### config.mk
export PLATFORM = sky130hd
export DESIGN_NAME = calendar_clock
export DESIGN_NICKNAME = d
export VERILOG_FILES = /design/src/rtl/calclk_pkg.sv /design/src/rtl/calclk_commit_slot.sv /design/src/rtl/calclk_engine.sv /design/src/rtl/calendar_clock.sv
export SDC_FILE = /design/constraint.sdc
export NUM_CORES = 1
export LEC_CHECK = 0
export BUFFER_PORTS_ARGS = -buffer_cell sky130_fd_sc_hd__buf_2
export CAP_MARGIN = 20
export CORE_ASPECT_RATIO = 1.1
export CORE_MARGIN = 1
export CORE_UTILIZATION = 57
export DETAILED_ROUTE_END_ITERATION = 16
export GPL_TIMING_DRIVEN = 1
export PLACE_DENSITY_LB_ADDON = 0.15
export SKIP_CTS_REPAIR_TIMING = 1
export SYNTH_ARGS = -nofsm -noshare
export SYNTH_HDL_FRONTEND = slang
export SYNTH_SLANG_ARGS = --single-unit
export TNS_END_PERCENT = 10
### constraint.sdc
create_clock -name clk -period 3.3 [get_ports clk]
set_input_delay 0 -clock clk [delete_from_list [all_inputs] [get_ports clk]]
set_output_delay 0 -clock clk [all_outputs]
set_load 0.01 [all_outputs]
### src/rtl/calclk_pkg.sv
package calclk_pkg;

    localparam int WORD_W  = 32;
    localparam int SEC_W   = 6;
    localparam int HOUR_W  = 5;
    localparam int DAY_W   = 5;
    localparam int MON_W   = 4;
    localparam int YEAR_W  = 6;

    typedef struct packed {
        logic [HOUR_W-1:0] hour;
        logic [SEC_W-1:0]  min;
        logic [SEC_W-1:0]  sec;
    } hms_t;

    typedef struct packed {
        logic              leap;
        logic [YEAR_W-1:0] year;
        logic [MON_W-1:0]  month;
        logic [DAY_W-1:0]  day;
    } ymd_t;

    localparam int HMS_W = $bits(hms_t);
    localparam int YMD_W = $bits(ymd_t);

    // last valid day of a month; out-of-range month codes behave as long months
    function automatic logic [DAY_W-1:0] month_len(input logic [MON_W-1:0] m,
                                                   input logic leap);
        logic [DAY_W-1:0] n;
        case (m)
            4'd2:                     n = leap ? DAY_W'(29) : DAY_W'(28);
            4'd4, 4'd6, 4'd9, 4'd11:  n = DAY_W'(30);
            default:                  n = DAY_W'(31);
        endcase
        return n;
    endfunction

    function automatic hms_t word_to_hms(input logic [WORD_W-1:0] w);
        hms_t r;
        r.sec  = w[5:0];
        r.min  = w[13:8];
        r.hour = w[20:16];
        return r;
    endfunction

    function automatic ymd_t word_to_ymd(input logic [WORD_W-1:0] w);
        ymd_t r;
        r.day   = w[4:0];
        r.month = w[11:8];
        r.year  = w[21:16];
        r.leap  = w[22];
        return r;
    endfunction

    function automatic logic [WORD_W-1:0] hms_to_word(input hms_t t);
        return {11'b0, t.hour, 2'b0, t.min, 2'b0, t.sec};
    endfunction

    function automatic logic [WORD_W-1:0] ymd_to_word(input ymd_t d);
        return {9'b0, d.leap, d.year, 4'b0, d.month, 3'b0, d.day};
    endfunction

endpackage

### src/rtl/calclk_commit_slot.sv
module calclk_commit_slot #(
    parameter int VAL_W = 17,
    parameter int DELAY = 16
) (
    input  logic             clk,
    input  logic             rst_n,
    input  logic             tick_i,
    input  logic             wr_i,
    input  logic [VAL_W-1:0] val_i,
    output logic             busy_o,
    output logic             commit_o,
    output logic [VAL_W-1:0] held_o
);

    localparam int CNT_W = $clog2(DELAY + 1);

    typedef struct packed {
        logic             busy;
        logic [CNT_W-1:0] cnt;
        logic [VAL_W-1:0] held;
    } slot_t;

    slot_t s_d, s_q;

    initial begin
        if (DELAY < 1) $error("DELAY must be at least 1");
    end

    assign commit_o = s_q.busy && (tick_i || (s_q.cnt == CNT_W'(1)));
    assign busy_o   = s_q.busy;
    assign held_o   = s_q.held;

    always_comb begin
        s_d = s_q;
        if (s_q.busy) begin
            if (commit_o) begin
                s_d.busy = 1'b0;
                s_d.cnt  = '0;
            end else begin
                s_d.cnt = s_q.cnt - CNT_W'(1);
            end
        end else if (wr_i) begin
            s_d.busy = 1'b1;
            s_d.cnt  = CNT_W'(DELAY);
            s_d.held = val_i;
        end
    end

    always_ff @(posedge clk or negedge rst_n) begin
        if (!rst_n) s_q <= '0;
        else        s_q <= s_d;
    end

endmodule

### src/rtl/calclk_engine.sv
module calclk_engine
    import calclk_pkg::*;
(
    input  logic clk,
    input  logic rst_n,
    input  logic tick_i,
    input  logic ld_time_i,
    input  hms_t time_i,
    input  logic ld_date_i,
    input  ymd_t date_i,
    output hms_t time_o,
    output ymd_t date_o
);

    typedef struct packed {
        hms_t t;
        ymd_t d;
    } cal_t;

    cal_t c_d, c_q;

    logic wrap_sec, wrap_min, wrap_hour, wrap_day, wrap_mon;

    always_comb begin
        wrap_sec  = c_q.t.sec  >= SEC_W'(59);
        wrap_min  = c_q.t.min  >= SEC_W'(59);
        wrap_hour = c_q.t.hour >= HOUR_W'(23);
        wrap_day  = c_q.d.day  >= month_len(c_q.d.month, c_q.d.leap);
        wrap_mon  = c_q.d.month >= MON_W'(12);

        c_d = c_q;
        if (ld_time_i || ld_date_i) begin
            if (ld_time_i) c_d.t = time_i;
            if (ld_date_i) c_d.d = date_i;
        end else if (tick_i) begin
            c_d.t.sec = wrap_sec ? '0 : c_q.t.sec + SEC_W'(1);
            if (wrap_sec) begin
                c_d.t.min = wrap_min ? '0 : c_q.t.min + SEC_W'(1);
                if (wrap_min) begin
                    c_d.t.hour = wrap_hour ? '0 : c_q.t.hour + HOUR_W'(1);
                    if (wrap_hour) begin
                        c_d.d.day = wrap_day ? DAY_W'(1) : c_q.d.day + DAY_W'(1);
                        if (wrap_day) begin
                            c_d.d.month = wrap_mon ? MON_W'(1) : c_q.d.month + MON_W'(1);
                            if (wrap_mon) begin
                                c_d.d.year = c_q.d.year + YEAR_W'(1);
                            end
                        end
                    end
                end
            end
        end
    end

    always_ff @(posedge clk or negedge rst_n) begin
        if (!rst_n) begin
            c_q         <= '0;
            c_q.d.day   <= DAY_W'(1);
            c_q.d.month <= MON_W'(1);
        end else begin
            c_q <= c_d;
        end
    end

    assign time_o = c_q.t;
    assign date_o = c_q.d;

endmodule

### src/rtl/calendar_clock.sv
module calendar_clock
    import calclk_pkg::*;
#(
    parameter int ADDR_W       = 4,
    parameter int COMMIT_DELAY = 16
) (
    input  logic              clk,
    input  logic              rst_n,
    input  logic              tick_i,
    input  logic              bus_wr_i,
    input  logic [ADDR_W-1:0] bus_addr_i,
    input  logic [31:0]       bus_wdata_i,
    output logic [31:0]       bus_rdata_o
);

    localparam logic [ADDR_W-1:0] OFS_CTRL = ADDR_W'(4'h0);
    localparam logic [ADDR_W-1:0] OFS_DATE = ADDR_W'(4'h4);
    localparam logic [ADDR_W-1:0] OFS_TIME = ADDR_W'(4'h8);
    localparam int BUSY_TIME_BIT = 8;
    localparam int BUSY_DATE_BIT = 7;

    logic wr_time, wr_date;
    logic busy_time, busy_date;
    logic commit_time, commit_date, commit_any;
    logic [HMS_W-1:0] held_time;
    logic [YMD_W-1:0] held_date;
    hms_t live_time;
    ymd_t live_date;
    logic [WORD_W-1:0] time_word, date_word, ctrl_word;

    assign wr_time    = bus_wr_i && (bus_addr_i == OFS_TIME);
    assign wr_date    = bus_wr_i && (bus_addr_i == OFS_DATE);
    assign commit_any = commit_time || commit_date;

    calclk_commit_slot #(.VAL_W(HMS_W), .DELAY(COMMIT_DELAY)) u_slot_time (
        .clk      (clk),
        .rst_n    (rst_n),
        .tick_i   (tick_i),
        .wr_i     (wr_time),
        .val_i    (HMS_W'(word_to_hms(bus_wdata_i))),
        .busy_o   (busy_time),
        .commit_o (commit_time),
        .held_o   (held_time)
    );

    calclk_commit_slot #(.VAL_W(YMD_W), .DELAY(COMMIT_DELAY)) u_slot_date (
        .clk      (clk),
        .rst_n    (rst_n),
        .tick_i   (tick_i),
        .wr_i     (wr_date),
        .val_i    (YMD_W'(word_to_ymd(bus_wdata_i))),
        .busy_o   (busy_date),
        .commit_o (commit_date),
        .held_o   (held_date)
    );

    calclk_engine u_engine (
        .clk       (clk),
        .rst_n     (rst_n),
        .tick_i    (tick_i),
        .ld_time_i (commit_time),
        .time_i    (hms_t'(held_time)),
        .ld_date_i (commit_date),
        .date_i    (ymd_t'(held_date)),
        .time_o    (live_time),
        .date_o    (live_date)
    );

    always_comb begin
        time_word = hms_to_word(live_time);
        date_word = ymd_to_word(live_date);
        ctrl_word = '0;
        ctrl_word[BUSY_TIME_BIT] = busy_time;
        ctrl_word[BUSY_DATE_BIT] = busy_date;
        case (bus_addr_i)
            OFS_CTRL: bus_rdata_o = ctrl_word;
            OFS_DATE: bus_rdata_o = date_word;
            OFS_TIME: bus_rdata_o = time_word;
            default:  bus_rdata_o = '0;
        endcase
    end

endmodule

After elaboration in Yosys (flattened, before gate mapping)
Cells that the tools add are included.
{"block": "totals", "ff_bits": 78, "out_inout_bits": 32, "elab_cells": 94}
{"block": "classes", "n_addsub": 8, "order_cmp": 5, "n_eq_ne": 11, "mux": 29, "bitwise_logic": 2, "reduce_logical": 26}
{"cell": "$mux W15", "count": 6}
{"cell": "$pmux W23 S3", "count": 1}
{"cell": "$mux W17", "count": 3}
{"cell": "$mux W6", "count": 5}
{"cell": "$mux W5", "count": 5}
{"cell": "$mux W23", "count": 1}
{"cell": "$mux W22", "count": 1}
{"cell": "$add A6 B1 Y6 const B", "count": 3}
{"cell": "$reduce_bool A2 Y1", "count": 8}
{"cell": "$eq A4 B3 Y1 const B", "count": 3}
{"cell": "$eq A4 B4 Y1 const B", "count": 3}
{"cell": "$ge A6 B6 Y1 const B", "count": 2}
{"cell": "$mux W11", "count": 1}
{"cell": "$add A5 B1 Y5 const B", "count": 2}
{"cell": "$eq A5 B1 Y1 const B", "count": 2}
{"cell": "$mux W10", "count": 1}
{"cell": "$pmux W5 S2", "count": 1}
{"cell": "$sub A5 B1 Y5 const B", "count": 2}
{"cell": "$reduce_and A2 Y1", "count": 4}
{"cell": "$reduce_and A7 Y1", "count": 1}
{"cell": "$reduce_and A6 Y1", "count": 1}
{"cell": "$ge A5 B5 Y1", "count": 1}
{"cell": "$ge A5 B5 Y1 const B", "count": 1}
{"cell": "$reduce_and A5 Y1", "count": 1}
{"cell": "13 further kinds", "count": 22}

Logic depth before layout (Yosys ltp)
{"block": "depth", "word_depth": 10, "depth_mapped": 12}

Hierarchy
Synthesis repeated with hierarchy kept, for this count alone.
{"block": "unflattened", "cells_unflattened": 452, "area_unflattened_um2": 4660.7}
{"mod": "calclk_engine", "n_inst": 1, "cells_per_inst": 238, "area_each_um2": 2134.5, "seq_area_each_um2": 828.3}
{"mod": "calclk_commit_slot at u_slot_time", "n_inst": 1, "cells_per_inst": 89, "area_each_um2": 1097.3, "seq_area_each_um2": 575.6}
{"mod": "calclk_commit_slot at u_slot_date", "n_inst": 1, "cells_per_inst": 82, "area_each_um2": 1064.8, "seq_area_each_um2": 550.5}
{"mod": "calendar_clock", "n_inst": 1, "cells_per_inst": 43, "area_each_um2": 364.1, "seq_area_each_um2": 0.0}

Worst setup path after synthesis
Ideal clock, no wire load.
{"block": "synth_timing", "path_type": "register to register", "start": "register u_engine.c_q (netlist bit u_engine.date_o[5])", "end": "register u_engine.c_q (netlist bit u_engine.date_o[8])", "setup_ns": 0.125, "arrival_time_ns": 2.617, "required_ns": 3.175, "setup_slack_ns": 0.558, "path_stages_with_launch": 13, "period_less_slack_ns": 2.742, "path_cell_list": "dfstp_2 > inv_1 > ha_1 > o21ai_0 > a21oi_1 > nor2_1 > ha_1 > nand2b_1 > a21o_1 > buf_1 > or4b_4 > nand2_1 > mux2_4"}
{"block": "synth_via", "elab_chain_cells": 8, "elab_cells_between_ends": 19}
{"item": "start, declared", "line": "calclk_engine.sv:20", "source": "cal_t c_d, c_q;"}
{"item": "parallel branches: the longest is 8 deep, another holds $ge A5 B5 Y1"}
Several ways; the timed one is not identified. The select of a mux whose other input is x is not followed.
A chain may end at the register's enable or synchronous reset.

Worst setup path in the final report
Ends and elaborated chain as after synthesis.

==> key figures <==
Setup path
  – Path depth of the worst reg2reg path: 11
  – Worst Path Max Fanout: 9
  – Crit start category: flip-flop
  – Critical Path RT: 3.54 ns
  – Setup crit end kind: flip-flop
  – Arrival time worst endpoint: 3.10 ns
  – Crit path kind: flip-flop to flip-flop

Routing
  – Drt total wl: 10,700 µm
  – Initial DRC Count: 287
  – Via count: 3,738
  – Vias per inst: 6.108
  – DR DRC count: 0
  – Post-route ant nets: 0
  – Wirelength per Cell: 17.48 µm
  – TritonRoute pass-1 iters: 5

STA
  – Setup total negative slack: 0 ns
  – Fin. max-slew vios: 0
  – Worst-Margin Slew: 1.034 ns
  – Final hold violation count: 0
  – Fin crit period: 2.862 ns
  – Worst setup margin: 0.4376 ns
  – RSZ-0062 raised after global routing: no
  – Final worst-path cycle share: 86.74%
  – Achievable Freq: 349.4 MHz
  – Clock Skew: 0.008856 ns
  – Final Setup Violations: 0
  – Rel. slew slack: 30.75%

Floorplan
  – Initial core utilization: 60.28%
  – I/O pin count: 72
  – Die area: 8397 µm²
  – Vert. Die Dim: 96.01 µm
  – Std-Cell Rows: 33
  – Die X: 87.46 µm
  – Core ar.: 7597 µm²

Cells and area
  – Multi-input combinational cell area: 2360 µm²
  – Seq. cell area: 1954 µm²
  – Nets@finish: 557
  – Design area: 5234 µm²
  – Fill count: 609
  – Area Growth Syn to Fin: 14.29%
  – Layout cell share with drive strength beyond 1: 25.05%
  – N_diodes: 0
  – Util after Layout: 68.89%

Pwr
  – VDD IR-drop max: 0.4782 mV
  – Reg power frac: 42.3%
  – Leakage: 2.383 nW
  – Sw power: 1.811 mW
  – P_int: 2.603 mW
  – Combinational power share: 40.2%
  – Sw Share: 41.03%
  – Clk pwr share: 17.5%
  – Power Total: 4.414 mW
  – Pwr/cell area: 843.4 nW/µm²

Placed design
  – Place WS: 0.4697 ns
  – Placed wire-length estimate: 7167 µm
  – Routability cong.: 0.8721
  – Placed cell area: 4787 µm²
  – IO buf count: 46

Yosys
  – Mapped Avg Cell Area: 10.43 µm²
  – Synth async-reset ratio: 100.0%
  – Synth unique cells: 72
  – Area leader, netlist: dfrtp_1
  – Area contributors post-synth: dfrtp_1, mux2_2, ha_1
  – Synthesized area: 4579 µm²
  – YS warnings: 0
  – Count leader, synth: dfrtp_1
  – Synth Instances: 439
  – Top-area cell type share of the netlist area: 41.53%
  – Sequential element share of the synthesized area: 42.68%
  – Top_reg_cell synth: dfrtp_1
  – Flops & latches, synth: 78
  – Post-synth EDFFs: 0
  – Post-synth top cells: dfrtp_1, nand2_1, nand3_1, mux2_2, a21oi_1

Global route
  – First-pass GRT wire length: 17,000 µm
  – Vias in the first global route: 3,454
  – GRT Residual Overflow: 0
  – Largest net degree at the start of global routing: 79
  – GRT Total Usage: 26.88%
  – Antenna violations before repair: 0

Run status
  – Status: completed

Clock network
  – Clock sinks: 78
  – CTS root buf: clkbuf_8
  – CTS Buf Count: 9
  – H-tree levels: 3
  – Clock Latency Late Sink: 0.36 ns
  – Clock slew at reported path FFs: 0.08 ns
  – Worst-case clock buffer depth: 2
  – CTS tree: built

Worst hold path
  – Worst min-delay path class: input pin to flip-flop
  – Hold Path Depth: 3

Flow run
  – Max-cap viol count: 0
==> metrics by stage <==
stage / std cells / hold WS [ns]
detailed placement: 575 / 0.2283
global route: 612 / 0.08504
global placement: 575 / 0.2250
finish: 612 / 0.04958
CTS: 591 / -0.1589
floorplan: 450 / -0.2956
==> cell usage in the layout, fill, tap and decap left out, types with 7 or more instances in the layout <==
cell and instances:
a21oi_1 22, a22o_1 15, a31oi_1 8, buf_2 45
clkbuf_8 12, conb_1 12, dfrtp_1 76, dlygate4sd3_1 20
ha_1 15, inv_1 18, mux2_2 23, mux2_4 11
nand2_1 34, nand3_1 24, nand4_1 7, nor2_1 20
nor3_1 7, o21ai_0 18, o22ai_1 13
==> worst max-delay path, cell delays in order, from the launching register on <==
cell and delay, ns:
dfstp_2 0.59, inv_1 0.09, ha_1 0.23, o21ai_0 0.15, a21oi_1 0.08, nor2_1 0.12, ha_1 0.12, nand2b_1 0.09
a21o_1 0.27, or4b_4 0.55, nand2_1 0.14, mux2_4 0.30
==> final cells by class <==
class                           count  share of cell area, %
Inverter                           21                  1.506
Clock buffer                       12                  3.156
Timing Repair Buffer               71                  9.371
Multi-Input combinational cell    321                  45.09
Sequential cell                    78                  37.34
Tap cell                          105                  2.510
Clock inverter                      4                  1.028
==> registers in the layout (all words and copies together), names as in the netlist <==
signal	flops
u_slot_date.busy_o	1
u_engine.date_o	16
u_slot_time.held_o	17
u_slot_time.s_q	5
u_slot_time.busy_o	1
u_slot_date.s_q	5
u_slot_date.held_o	16
u_engine.time_o	17
==> power groups by stage <==
stage | Sequential (mW) | Combinational, mW | Clock [mW]
6_report | 1.87 | 1.78 | 0.773
5_1_grt | 1.92 | 1.97 | 0.827
4_1_cts | 1.85 | 1.74 | 0.785
3_5_place_dp | 1.87 | 1.73 | 0
3_3_place_gp | 1.85 | 1.66 | 0
2_1_floorplan | 1.69 | 1.50 | 0
==> per-layer routing <==
metal	track usage, %	wire [µm]
met4	11.61	245
met1	36.52	4759
met5	0	0
met3	4.117	521
met2	42.90	5172
==> path summary, 6_finish.rpt <==
kind,end,slack (ns),startpoint
worst max-delay path,u_engine.date_o[8]$_DFFE_PN0P_,0.44,u_engine.date_o[5]$_DFFE_PN1P_
worst min-delay path,u_slot_time.s_q[21]$_DFFE_PN0P_,0.05,bus_wr_i
worst max register to register,u_engine.date_o[8]$_DFFE_PN0P_,0.44,u_engine.date_o[5]$_DFFE_PN1P_
worst min register to register,u_engine.date_o[15]$_DFFE_PN0P_,0.48,u_slot_date.held_o[15]$_DFFE_PN0P_
max in group asynchronous,u_engine.date_o[0]$_DFFE_PN1P_,2.55,rst_n
min in group asynchronous,u_slot_time.s_q[19]$_DFFE_PN0P_,0.11,rst_n
==> cell families (layout without fill, tap and decap cells) <==
family	after synthesis	count (layout)	share of synthesized area [%]
AND/OR/NAND/NOR	134	134	16.69
AO/OA/AOI/OAI	122	122	19.65
flip-flops	78	78	42.68
buffers and inverters	51	108	6.694
multiplexers	37	37	9.918
adder cells (fa/ha/maj)	15	15	4.098
other	1	12	0.08189
XOR/XNOR	1	1	0.1913
Power figures use the tool's default switching activity.
